===== src/rtl/lcdc_pkg.sv =====
package lcdc_pkg;

    localparam int ADDR_W  = 12;
    localparam int DATA_W  = 32;
    localparam int WORD_W  = ADDR_W - 2;
    localparam int PPL_LSB = 2;
    localparam int PPL_W   = 6;
    localparam int LPP_W   = 10;
    localparam int COL_W   = PPL_W + 5;
    localparam int ROW_W   = LPP_W + 1;
    localparam int PAL_W   = 7;
    localparam int PAL_LO  = 128;
    localparam int PAL_HI  = 256;
    localparam int ID_BASE = 1016;

    typedef enum logic [3:0] {
        K_TIM, K_UPB, K_LPB, K_MASK, K_CTRL,
        K_RIS, K_MIS, K_ICR, K_ID, K_PAL, K_BAD
    } reg_kind_e;

    typedef struct packed {
        logic       power;
        logic       be_pix;
        logic       be_byte;
        logic       bgr;
        logic [2:0] bpp;
        logic       en;
    } ctrl_t;

    function automatic reg_kind_e classify(input logic [WORD_W-1:0] w, input int variant);
        reg_kind_e k;
        if (w >= WORD_W'(PAL_LO) && w < WORD_W'(PAL_HI)) k = K_PAL;
        else if (w >= WORD_W'(ID_BASE))                 k = K_ID;
        else begin
            case (w)
                10'd0, 10'd1, 10'd2, 10'd3: k = K_TIM;
                10'd4:  k = K_UPB;
                10'd5:  k = K_LPB;
                10'd6:  k = (variant != 0) ? K_MASK : K_CTRL;
                10'd7:  k = (variant != 0) ? K_CTRL : K_MASK;
                10'd8:  k = K_RIS;
                10'd9:  k = K_MIS;
                10'd10: k = K_ICR;
                default: k = K_BAD;
            endcase
        end
        return k;
    endfunction

    function automatic logic [7:0] id_byte(input int variant, input logic [2:0] idx);
        case (idx)
            3'd0: return (variant != 0) ? 8'h11 : 8'h10;
            3'd1: return 8'h11;
            3'd2: return (variant != 0) ? 8'h24 : 8'h04;
            3'd3: return 8'h00;
            3'd4: return 8'h0D;
            3'd5: return 8'hF0;
            3'd6: return 8'h05;
            default: return 8'hB1;
        endcase
    endfunction

    function automatic logic [COL_W-1:0] cols_of(input logic [PPL_W-1:0] ppl);
        return {(COL_W-4)'(ppl) + (COL_W-4)'(1), 4'b0000};
    endfunction

    function automatic logic [ROW_W-1:0] rows_of(input logic [LPP_W-1:0] lpp);
        return ROW_W'(lpp) + ROW_W'(1);
    endfunction

endpackage


===== src/rtl/lcdc_decode.sv =====
module lcdc_decode
    import lcdc_pkg::*;
#(
    parameter int VARIANT = 1
) (
    input  logic              bus_valid,
    input  logic              bus_write,
    input  logic [ADDR_W-1:0] bus_addr,
    output reg_kind_e         kind,
    output logic              wr_ok,
    output logic              rd_ok,
    output logic              bad
);
    logic misaligned;
    logic illegal;

    always_comb begin
        kind       = classify(bus_addr[ADDR_W-1:2], VARIANT);
        misaligned = (bus_addr[1:0] != 2'b00);
        illegal    = misaligned || (kind == K_BAD)
                   || (bus_write && (kind == K_RIS || kind == K_MIS || kind == K_ID))
                   || (!bus_write && kind == K_ICR);
        bad   = bus_valid && illegal;
        wr_ok = bus_valid && bus_write && !illegal;
        rd_ok = bus_valid && !bus_write && !illegal;
    end
endmodule


===== src/rtl/lcdc_geom.sv =====
module lcdc_geom
    import lcdc_pkg::*;
(
    input  logic             clk,
    input  logic             rst,
    input  logic [PPL_W-1:0] ppl_q,
    input  logic [LPP_W-1:0] lpp_q,
    input  logic             t0_we,
    input  logic             t1_we,
    input  logic [PPL_W-1:0] ppl_new,
    input  logic [LPP_W-1:0] lpp_new,
    output logic [COL_W-1:0] cols,
    output logic [ROW_W-1:0] rows,
    output logic             geom_chg
);
    logic changes;

    always_comb begin
        cols    = cols_of(ppl_q);
        rows    = rows_of(lpp_q);
        changes = (t0_we && cols_of(ppl_new) != cols)
               || (t1_we && rows_of(lpp_new) != rows);
    end

    always_ff @(posedge clk) begin
        if (rst) geom_chg <= 1'b0;
        else     geom_chg <= changes;
    end
endmodule


===== src/rtl/lcdc_irq.sv =====
module lcdc_irq #(
    parameter int IRQ_W = 5
) (
    input  logic             clk,
    input  logic             rst,
    input  logic [IRQ_W-1:0] irq_set,
    input  logic             mask_we,
    input  logic             clr_we,
    input  logic [IRQ_W-1:0] wdata,
    output logic [IRQ_W-1:0] raw,
    output logic [IRQ_W-1:0] mask
);
    logic [IRQ_W-1:0] clr_bits;

    assign clr_bits = clr_we ? wdata : '0;

    always_ff @(posedge clk) begin
        if (rst) begin
            raw  <= '0;
            mask <= '0;
        end else begin
            raw <= (raw & ~clr_bits) | irq_set;
            if (mask_we) mask <= wdata;
        end
    end
endmodule


===== src/rtl/lcdc_regif.sv =====
module lcdc_regif
    import lcdc_pkg::*;
#(
    parameter int VARIANT = 1,
    parameter int IRQ_W   = 5
) (
    input  logic              clk,
    input  logic              rst,
    input  logic              bus_valid,
    input  logic              bus_write,
    input  logic [11:0]       bus_addr,
    input  logic [31:0]       bus_wdata,
    output logic [31:0]       bus_rdata,
    output logic              bus_rvalid,
    output logic              bus_err,
    input  logic [IRQ_W-1:0]  irq_set,
    output logic              pal_sel,
    output logic              pal_write,
    output logic [6:0]        pal_index,
    output logic [31:0]       pal_wdata,
    input  logic [31:0]       pal_rdata,
    output logic [31:0]       upper_base,
    output logic [31:0]       lower_base,
    output logic [10:0]       cols,
    output logic [10:0]       rows,
    output logic              geom_chg,
    output logic              disp_en,
    output logic [2:0]        bpp_code,
    output logic              bgr_order,
    output logic              be_bytes,
    output logic              be_pixels
);
    localparam int NTIM = 4;
    localparam int PADW = DATA_W - IRQ_W;

    reg_kind_e        kind;
    logic             wr_ok, rd_ok, bad;
    logic [31:0]      tim_q [NTIM];
    logic [31:0]      ctrl_q;
    ctrl_t            ctrl_f;
    logic [IRQ_W-1:0] raw, mask;
    logic [1:0]       tidx;
    logic [31:0]      rd_val;

    lcdc_decode #(.VARIANT(VARIANT)) u_dec (
        .bus_valid(bus_valid), .bus_write(bus_write), .bus_addr(bus_addr),
        .kind(kind), .wr_ok(wr_ok), .rd_ok(rd_ok), .bad(bad)
    );

    assign tidx = bus_addr[3:2];

    generate
        for (genvar g = 0; g < NTIM; g++) begin : g_tim
            always_ff @(posedge clk) begin
                if (rst) tim_q[g] <= '0;
                else if (wr_ok && kind == K_TIM && tidx == 2'(g)) tim_q[g] <= bus_wdata;
            end
        end
    endgenerate

    always_ff @(posedge clk) begin
        if (rst) begin
            upper_base <= '0;
            lower_base <= '0;
            ctrl_q     <= '0;
        end else if (wr_ok) begin
            if (kind == K_UPB)  upper_base <= bus_wdata;
            if (kind == K_LPB)  lower_base <= bus_wdata;
            if (kind == K_CTRL) ctrl_q     <= bus_wdata;
        end
    end

    lcdc_irq #(.IRQ_W(IRQ_W)) u_irq (
        .clk(clk), .rst(rst), .irq_set(irq_set),
        .mask_we(wr_ok && kind == K_MASK), .clr_we(wr_ok && kind == K_ICR),
        .wdata(bus_wdata[IRQ_W-1:0]), .raw(raw), .mask(mask)
    );

    lcdc_geom u_geom (
        .clk(clk), .rst(rst),
        .ppl_q(tim_q[0][PPL_LSB +: PPL_W]), .lpp_q(tim_q[1][LPP_W-1:0]),
        .t0_we(wr_ok && kind == K_TIM && tidx == 2'd0),
        .t1_we(wr_ok && kind == K_TIM && tidx == 2'd1),
        .ppl_new(bus_wdata[PPL_LSB +: PPL_W]), .lpp_new(bus_wdata[LPP_W-1:0]),
        .cols(cols), .rows(rows), .geom_chg(geom_chg)
    );

    always_comb begin
        ctrl_f = '{power: ctrl_q[11], be_pix: ctrl_q[10], be_byte: ctrl_q[9],
                   bgr: ctrl_q[8], bpp: ctrl_q[3:1], en: ctrl_q[0]};
        disp_en   = ctrl_f.en && ctrl_f.power;
        bpp_code  = ctrl_f.bpp;
        bgr_order = ctrl_f.bgr;
        be_bytes  = ctrl_f.be_byte;
        be_pixels = ctrl_f.be_pix;
    end

    assign pal_sel   = bus_valid && kind == K_PAL && !bad;
    assign pal_write = bus_write;
    assign pal_index = bus_addr[8:2];
    assign pal_wdata = bus_wdata;

    always_comb begin
        case (kind)
            K_TIM:   rd_val = tim_q[tidx];
            K_UPB:   rd_val = upper_base;
            K_LPB:   rd_val = lower_base;
            K_MASK:  rd_val = {{PADW{1'b0}}, mask};
            K_CTRL:  rd_val = ctrl_q;
            K_RIS:   rd_val = {{PADW{1'b0}}, raw};
            K_MIS:   rd_val = {{PADW{1'b0}}, raw & mask};
            K_ID:    rd_val = {24'd0, id_byte(VARIANT, bus_addr[4:2])};
            K_PAL:   rd_val = pal_rdata;
            default: rd_val = '0;
        endcase
    end

    always_ff @(posedge clk) begin
        if (rst) begin
            bus_rdata  <= '0;
            bus_rvalid <= 1'b0;
            bus_err    <= 1'b0;
        end else begin
            bus_rdata  <= rd_ok ? rd_val : '0;
            bus_rvalid <= bus_valid && !bus_write;
            bus_err    <= bad;
        end
    end
endmodule


===== config.mk =====
export PLATFORM = sky130hd
export DESIGN_NAME = lcdc_regif
export DESIGN_NICKNAME = d
export VERILOG_FILES = /design/src/rtl/lcdc_pkg.sv /design/src/rtl/lcdc_decode.sv /design/src/rtl/lcdc_geom.sv /design/src/rtl/lcdc_irq.sv /design/src/rtl/lcdc_regif.sv
export SDC_FILE = /design/constraint.sdc
export NUM_CORES = 1
export LEC_CHECK = 0
export CELL_PAD_IN_SITES_DETAIL_PLACEMENT = 0
export CELL_PAD_IN_SITES_GLOBAL_PLACEMENT = 2
export CORE_MARGIN = 2
export CORE_UTILIZATION = 36
export CTS_BUF_LIST = sky130_fd_sc_hd__clkbuf_4
export DETAILED_ROUTE_END_ITERATION = 12
export PLACE_DENSITY_LB_ADDON = 0.1
export SLEW_MARGIN = 20
export SYNTH_ARGS = -nofsm -noshare
export SYNTH_HDL_FRONTEND = slang
export SYNTH_SLANG_ARGS = --single-unit

===== constraint.sdc =====
create_clock -name clk -period 11.07 [get_ports clk]
set_input_delay 2.214 -clock clk [delete_from_list [all_inputs] [get_ports clk]]
set_output_delay 2.214 -clock clk [all_outputs]
set_load 0.005 [all_outputs]

==> results of run 1 <==
[cell families after synthesis]
kind of cell             after synthesis  synth area share
multiplexers                          42            0.0651
XOR/XNOR                              36            0.0246
adder cells (fa/ha/maj)                8           0.00780
other                                  1          0.000292
flip-flops                           269             0.520
buffers and inverters                165            0.0669
AO/OA/AOI/OAI                        251             0.131
AND/OR/NAND/NOR                      499             0.185
[per-layer routing]
| metal | vias to the layer above | share of wire | routed length (µm) | track usage |
|---|---|---|---|---|
| met5 | - | 0 | 0 | 0 |
| met4 | 0 | 0.017 | 763 | 0.0708 |
| met3 | 58 | 0.069 | 3080 | 0.0556 |
| met2 | 374 | 0.47 | 20800 | 0.373 |
| met1 | 5265 | 0.45 | 19900 | 0.322 |
| li1 | 5003 | - | - | - |
[layout by cell type, fill, tap and decap left out, drive strengths merged, types with 4 or more instances in the layout]
cell type / n
dfxtp: 141
mux4: 33
clkinv: 14
clkdlybuf4s50: 246
xor2: 14
nand2: 263
nor4: 5
ha: 8
buf: 21
nand2b: 5
o21ai: 11
a31oi: 8
a221oi: 5
inv: 13
nand3: 24
mux2i: 7
nor2: 33
and3: 127
a2111oi: 5
edfxtp: 128
o211ai: 7
a21oi: 142
clkbuf: 118
conb: 4
a22o: 26
nor3: 14
a21o: 5
and2: 8
a222oi: 26
xnor2: 22
[power breakdown]
part | leakage [nW] | switching [W] | total, W | internal (W)
Combinational | 2.93 | 0.000110 | 0.000197 | 0.0000873
Clock | 0.595 | 0.000431 | 0.000937 | 0.000506
Sequential | 2.35 | 0.0000117 | 0.00108 | 0.00107
Total | 5.87 | 0.000552 | 0.00221 | 0.00166
[how the worst max path moves through the flow]
stage / start / to / slack (ns) / cells after the start
final: bus_addr[4] / pal_sel / 2.87 / 8
after global routing: bus_addr[4] / pal_sel / 2.64 / 8
after CTS: bus_addr[4] / pal_sel / 2.98 / 8
after detailed placement: bus_addr[4] / pal_sel / 2.98 / 8
after global placement: bus_addr[4] / pal_sel / 3.08 / 8
after floorplan: bus_addr[3] / pal_sel / 4.37 / 11
[metrics by stage]
stage                     area (µm²)  hold WS [ns]
final                          16300         0.457
after global routing           16300         0.476
after CTS                      16200         0.457
after detailed placement       15300         0.450
after global placement         15300         0.445
after floorplan                12800         0.432
[critical path, stage by stage]
cell	delay, ns
clkdlybuf4s50_1	0.92
xor2_1	0.36
and2_1	0.61
a21oi_1	0.27
a211oi_1	0.71
o21ai_0	0.21
and4_1	0.24
clkdlybuf4s50_1	0.44
[registers in the layout, indices dropped and copies added, names as in the netlist]
register         flops
bus_err              1
bus_rdata           32
bus_rvalid           1
ctrl_q              32
lower_base          32
tim_q              128
u_geom.geom_chg      1
u_irq.mask           5
u_irq.raw            5
upper_base          32
[layout make-up]
| class | instances | area [µm²] | area share |
|---|---|---|---|
| clock buffers | 118 | 886 | 0.0544 |
| clock inverters | 17 | 93.8 | 0.00577 |
| flip-flops and latches | 269 | 6670 | 0.410 |
| well taps | 461 | 577 | 0.0355 |
| inverters | 11 | 41.3 | 0.00254 |
| diodes | 2 | 5.00 | 0.000308 |
| repair buffers | 267 | 2640 | 0.162 |
| multi-input cells | 840 | 5370 | 0.330 |
==> run summary, run 1 <==
outcome: finished, final reports clean
Synth Warn #: 0
Hold Path Class: reg2reg
leakage power: 5.87 nW
fraction of layout cells with a size suffix above 1: 0.131
area share of the largest cell type after synthesis: 0.300
Starting Density: 0.363
CP Launch Type: primary input
pin count of the biggest net entering global routing: 128
number of remaining DRC errors: 0
Final min period: 8.20 ns
placed instance count: 1847
final hold violations: 0
Setup crit end kind: primary output
Pins Over Slew Limit: 0
peak supply drop: 0.0000609 V
via count: 10700
RSZ-0062 raised after global routing: no
Async SR Flop Fraction: 0
end of the worst hold path: ctrl_q[25]$_SDFFE_PP0P_
Finished Layout Cells: 1985
Clk Latency, worst-skew pair: 0.74 ns
Die Y: 193 µm
Post-Route WL: 44.5 mm
most frequent cell after synthesis: nand2_1
CP arrival: 5.99 ns
hold depth: 2
row count: 69
max-cap viol count: 0
Rel. slew slack: 0.271
pwr/cell area: 136 nW/µm²
total track usage: 0.236
FF+latch count, synth: 269
drt wl/cell: 22.4 µm
Max FO, Critical Path: 19
Post-Syn Area per Cell: 10.1 µm²
Synth Instances: 1271
WP data required: 8.86 ns
initial antenna violation count: 1
port bufs: 249
htree depth: 3
hold buffers post-CTS: 0
Post-CTS Setup Repair Bufs: 0
clock skew: 0.0493 ns
Synth top cells by count: 263 x nand2_1, 141 x a21oi_1, 141 x dfxtp_1
reg2reg start: tim_q[1][0]$_SDFFCE_PN0P_
cts bufs inserted: 78
Fmax: 122 MHz
Die ar.: 37200 µm²
synthesized area: 12800 µm²
area leader, netlist: edfxtp_1
R2R depth: 5
DP Wirelength: 27.2 mm
CTS Buffer Depth: 3
Resized Gates After CTS: 0
Root Buffer: clkbuf_4
crit path kind: in2out
Final Power: 0.00221 W
Fin Setup TNS: 0 ns
Hold Path Origin: ctrl_q[25]$_SDFFE_PP0P_
Final Wtd Congestion: 0.832
core area: 35300 µm²
Worst-Margin Slew: 1.09 ns
RR Endpoint: bus_rdata[0]$_SDFF_PP0_
Filler cells: 3369
DP Worst Slack: 2.98 ns
Final ANT Viol Nets: 0
CTS tree: done
Main synth FF type: dfxtp_1
EDFF count, synth: 128
Netlist cell types: 63
drt first pass iters: 5
first-pass GRT wire length: 65.2 mm
Die Width: 193 µm
total gr overflow: 0
final setup margin: 2.87 ns
top cells by area, synth: edfxtp_1 30%, dfxtp_1 22%, nand2_1 7.7%, and3_1 6.2%, mux4_2 5.8%
Initial DRC Count: 786
final period utilization: 0.741
R2R setup slack: 8.56 ns
Final #Nets: 1560
vias in the first global route: 10600
CTS Sinks: 269
vias per inst: 5.39
# IOs: 254
Syn-to-layout area delta: 26.8%
Final Setup Violations: 0
part of the Yosys area used for sequential elements: 0.520
fin util: 0.461
Reg clk slew, reported paths: 0.06 ns
(Power assumes the default switching activity.)
==> inputs of run 2 (changes only) <==
Settings changed: CORE_UTILIZATION 36 to 30.
Clock period 11.07 ns to 7.05 ns, I/O delays scaled along.
==> run 2 against run 1 <==
First-iteration DRC count fell by 4.7%; non-clock buffer count is 1 lower; design area up 0.98%; via count grew 0.93%; global-route usage is 2.0 points lower; largest power group unchanged; highest routed layer unchanged.
==> run summary, run 2 (same netlist as run 1, synthesis figures left out) <==
cts bufs inserted: 78 (unchanged)
via count: 10800 (+0.93%)
total track usage: 0.216 (-0.0203)
Resized Gates After CTS: 0 (unchanged)
CP Launch Type: primary input
CTS Sinks: 269 (unchanged)
fin util: 0.391 (-0.0700)
CP max stage cell: a211oi_1
Hold Path Origin: ctrl_q[30]$_SDFFE_PP0P_
Reg clk slew, reported paths: 0.06 ns (about the same)
fraction of layout cells with a size suffix above 1: 0.139 (+0.00808)
Die ar.: 44400 µm² (+20%)
Final Wtd Congestion: 0.771 (-7.3%)
Die Width: 211 µm (+9.3%)
R2R setup slack: 4.55 ns (-4.01 ns)
DP Worst Slack: 0.659 ns (-2.32 ns)
cell family contributing the most delay on the critical path: compound AO/OA/AOI/OAI gates
core area: 42000 µm² (+19%)
critical path, cell by cell: clkdlybuf4s50_1 > xor2_1 > and2_1 > a21oi_1 > a211oi_1 > o21ai_0 > and4_1 > clkdlybuf4s50_1
Final ANT Viol Nets: 0 (unchanged)
Clk Latency, worst-skew pair: 0.73 ns (about the same)
Post-CTS Setup Repair Bufs: 0 (unchanged)
pwr/cell area: 216 nW/µm² (+59%)
DP Wirelength: 29.5 mm (+8.6%)
total gr overflow: 0 (unchanged)
most frequent cells in the layout: 259 x nand2_1, 246 x clkdlybuf4s50_1, 141 x a21oi_1, 141 x dfxtp_1, 128 x edfxtp_1
htree depth: 3 (unchanged)
Post-Route WL: 48.4 mm (+8.8%)
Largest register FFs: 128 (unchanged)
final setup margin: 0.633 ns (-2.23 ns)
first-pass GRT wire length: 71.2 mm (+9.1%)
Die Y: 211 µm (+9.3%)
pin count of the biggest net entering global routing: 73 (-43%)
R2R depth: 7 (+2)
number of remaining DRC errors: 0 (unchanged)
Final Setup Violations: 0 (unchanged)
reg2reg start: tim_q[1][0]$_SDFFCE_PN0P_
placed instance count: 1924 (+4.2%)
CP bufs+invs: 2 (unchanged)
max-cap viol count: 0 (unchanged)
Max FO, Critical Path: 12 (-7)
Finished Layout Cells: 2067 (+4.1%)
CP arrival: 5.01 ns (-0.98 ns)
Setup crit end kind: primary output
Top cell by count, worst path: clkdlybuf4s50_1
row count: 75 (+8.7%)
Worst-Margin Slew: 1.02 ns (-0.0711 ns)
WP data required: 5.64 ns (-3.22 ns)
RSZ-0062 raised after global routing: no
Hold Path Class: reg2reg
Fmax: 156 MHz
most common cell after layout, fill and taps aside: nand2_1
RR Endpoint: u_geom.geom_chg$_SDFF_PP0_
initial antenna violation count: 1 (unchanged)
Fin Setup TNS: 0 ns (unchanged)
Rel. slew slack: 0.318 (+0.0474)
drt first pass iters: 8 (+3)
vias per inst: 5.22 (-3.1%)
Final #Nets: 1559 (-0.064%)
final hold violations: 0 (unchanged)
CP peak stage delay: 0.79 ns (-0.13 ns)
CTS Buffer Depth: 3 (unchanged)
Pins Over Slew Limit: 0 (unchanged)
CTS tree: done
drt wl/cell: 23.4 µm (+4.4%)
outcome: finished, final reports clean
Root Buffer: clkbuf_4
hold buffers post-CTS: 0 (unchanged)
peak supply drop: 0.0000766 V (+26%)
final period utilization: 0.910
# IOs: 254 (unchanged)
crit path kind: in2out
leakage power: 5.89 nW (+0.24%)
Final min period: 6.42 ns
Final Power: 0.00354 W (+60%)
hold depth: 2 (unchanged)
Syn-to-layout area delta: 28.0%
Initial DRC Count: 749 (-4.7%)
most flop-heavy register: tim_q
clock skew: 0.0293 ns (-0.0200 ns)
vias in the first global route: 10700 (+1.5%)
Starting Density: 0.305 (-0.0582)
end of the worst hold path: ctrl_q[30]$_SDFFE_PP0P_
port bufs: 249 (unchanged)
run 2: worst max path at each step:
stage	cells after the start	slack (ns)	endpoint	startpoint
final	8	0.63	pal_sel	bus_addr[5]
after global routing	8	0.40	pal_sel	bus_addr[5]
after CTS	8	0.65	pal_sel	bus_addr[5]
after detailed placement	8	0.66	pal_sel	bus_addr[5]
after global placement	8	0.81	pal_sel	bus_addr[5]
after floorplan	11	1.96	pal_sel	bus_addr[3]
run 2: layout make-up:
class,count,area [µm²]
fill,4244,25600
sequential,269,6670
multi-input combinational,840,5390
timing repair buffer,266,2630
clock buffer,125,938
tap,539,674
clock inverter,16,91.3
inverter,11,41.3
antenna,1,2.50
run 2: worst min-delay path, delay by kind of cell, from the launching register on:
kind	cells	cell delay (ns)
flops	1	0.31
compound gates	1	0.05
simple gates	1	0.05
run 2: stage by stage:
stage	hold slack (ns)	area, µm²
after global placement	0.443	15400
after detailed placement	0.451	15400
final	0.458	16400
after floorplan	0.432	12800
after CTS	0.460	16400
after global routing	0.483	16400
run 2: power by group:
group          total [W]  switching (W)  internal, W
Combinational   0.000316       0.000178     0.000138
Sequential       0.00169      0.0000195      0.00167
Clock            0.00153       0.000697     0.000837
run 2: metal layers:
layer  vias up  global-route usage  share of wire
li1       5019                   -              -
met1      5323               0.308           0.47
met2       393               0.335           0.45
met3        64              0.0355          0.060
met4         0              0.0661          0.018
met5         -                   0              0
==> inputs of run 3 (changes only) <==
Settings changed: RECOVER_POWER set to 25.
==> run 3 against run 2 <==
The flow now finishes with violations (capacitance limit, slew limit); sequential power hardly changed; clock skew hardly changed; critical path type unchanged; critical endpoint unchanged; design area is 0.18% lower.
==> run summary, run 3 (same netlist as run 1, synthesis figures left out) <==
RSZ-0062 raised after global routing: no
hold buffers post-CTS: 0 (unchanged)
CTS tree: done
CP arrival: 4.90 ns (-0.11 ns)
via count: 10800 (+0.24%)
Largest register FFs: 128 (unchanged)
fin util: 0.390 (-0.000685)
Final min period: 6.31 ns (-0.103 ns)
Comb power frac: 0.089 (about the same)
total gr overflow: 0 (unchanged)
Filler cells: 4251 (+0.16%)
Reg clk slew, reported paths: 0.06 ns (about the same)
final hold violations: 0 (unchanged)
port bufs: 249 (unchanged)
most frequent cells in the layout: 259 x nand2_1, 141 x a21oi_1, 141 x dfxtp_1, 134 x clkdlybuf4s50_1, 128 x edfxtp_1
Starting Density: 0.305 (unchanged)
Rel. slew slack: -1.29 (-1.61)
htree depth: 3 (unchanged)
Clk Latency, worst-skew pair: 0.72 ns (about the same)
drt wl/cell: 23.4 µm (about the same)
Die Width: 211 µm (unchanged)
CTS Sinks: 269 (unchanged)
# IOs: 254 (unchanged)
Syn-to-layout area delta: 27.8%
core area: 42000 µm² (unchanged)
leakage power: 6.26 nW (+6.2%)
Int Power: 0.00265 W (about the same)
Post-Route WL: 48.4 mm (about the same)
vias in the first global route: 10700 (unchanged)
Hold Path Class: reg2reg
Fin Setup TNS: 0 ns (unchanged)
DP Wirelength: 29.5 mm (unchanged)
Post-CTS Setup Repair Bufs: 0 (unchanged)
Resized Gates After CTS: 0 (unchanged)
pin count of the biggest net entering global routing: 73 (unchanged)
peak supply drop: 0.0000766 V (about the same)
final period utilization: 0.896 (-0.0146)
Clock power frac: 0.433 (about the same)
max-cap viol count: 2 (+2)
CP Launch Type: primary input
cts bufs inserted: 78 (unchanged)
Fmax: 158 MHz (+1.6%)
Sequential Power Share: 0.478 (about the same)
initial antenna violation count: 2 (+1)
Final #Nets: 1559 (unchanged)
clock skew: 0.0297 ns (+0.000352 ns)
outcome: complete, but fails checks
Setup crit end kind: primary output
most flop-heavy register: tim_q
row count: 75 (unchanged)
vias per inst: 5.24 (+0.24%)
violated checks: capacitance limit, slew limit
Die ar.: 44400 µm² (unchanged)
WP data required: 5.64 ns (about the same)
fraction of layout cells with a size suffix above 1: 0.137 (-0.00262)
crit path kind: in2out
Root Buffer: clkbuf_4
Initial DRC Count: 844 (+13%)
first-pass GRT wire length: 71.2 mm (unchanged)
most common cell after layout, fill and taps aside: nand2_1
Final Setup Violations: 0 (unchanged)
number of remaining DRC errors: 0 (unchanged)
Die Y: 211 µm (unchanged)
Worst-Margin Slew: 3.43 ns (+2.41 ns)
pwr/cell area: 216 nW/µm² (+0.11%)
R2R depth: 5 (-2)
Final ANT Viol Nets: 0 (unchanged)
switching power: 0.000894 W (-0.16%)
hold depth: 2 (unchanged)
Sw Ratio: 0.252 (about the same)
CTS Buffer Depth: 3 (unchanged)
total track usage: 0.216 (unchanged)
Final Wtd Congestion: 0.771 (unchanged)
Max FO, Critical Path: 19 (+7)
drt first pass iters: 5 (-3)
Pins Over Slew Limit: 81 (+81)
Final Power: 0.00354 W (about the same)
[run 3: changes by cell type in the layout (fill, tap and decap cells not counted)]
cell	before	now
a2111oi_1	0	1
a2111oi_4	2	1
buf_4	18	15
clkbuf_1	0	3
clkdlybuf4s50_1	246	134
dlygate4sd3_1	0	112
[run 3: final timing paths]
check | slack (ns) | startpoint | endpoint
worst max-delay path | 0.74 | bus_addr[4] | pal_sel
worst min-delay path | 0.46 | ctrl_q[30]$_SDFFE_PP0P_ | ctrl_q[30]$_SDFFE_PP0P_
worst max register to register | 4.57 | tim_q[1][0]$_SDFFCE_PN0P_ | bus_rdata[0]$_SDFF_PP0_
worst min register to register | 0.46 | ctrl_q[30]$_SDFFE_PP0P_ | ctrl_q[30]$_SDFFE_PP0P_
[run 3: per-layer routing]
layer / wire length, µm / vias up / GRT usage
li1: - / 5025 / -
met1: 22600 / 5349 / 0.308
met2: 21900 / 384 / 0.335
met3: 3010 / 67 / 0.0355
met4: 908 / 0 / 0.0661
met5: 0 / - / 0
[run 3: power groups by stage]
stage / clock, W / combinational [W] / sequential [W]
after floorplan: 0 / 0.000166 / 0.00172
after global placement: 0 / 0.000320 / 0.00172
after detailed placement: 0 / 0.000319 / 0.00173
after CTS: 0.00158 / 0.000321 / 0.00169
after global routing: 0.00167 / 0.000338 / 0.00169
final: 0.00153 / 0.000315 / 0.00169
[run 3: critical path, stage by stage]
cell,delay [ns]
clkdlybuf4s50_1,0.46
buf_4,0.25
xor2_1,0.27
and2_1,0.56
a21oi_1,0.27
a211oi_1,0.75
o21ai_0,0.24
and4_1,0.25
clkdlybuf4s50_1,0.44
[run 3: area by class of cell]
class	instances	area, µm²	share of cell area
clock buffer	125	938	0.0572
antenna	1	2.50	0.000153
sequential	269	6670	0.406
multi-input combinational	840	5370	0.327
timing repair buffer	266	2620	0.160
tap	539	674	0.0411
inverter	11	41.3	0.00252
clock inverter	16	91.3	0.00557
[run 3: metrics by stage]
step	std cells	setup WS, ns	hold slack [ns]	area, µm²
3_3_place_gp	1924	0.815	0.443	15400
6_report	2067	0.735	0.459	16400
3_5_place_dp	1924	0.659	0.451	15400
5_1_grt	2067	0.455	0.483	16400
4_1_cts	2065	0.653	0.460	16400
2_1_floorplan	1274	1.96	0.432	12800
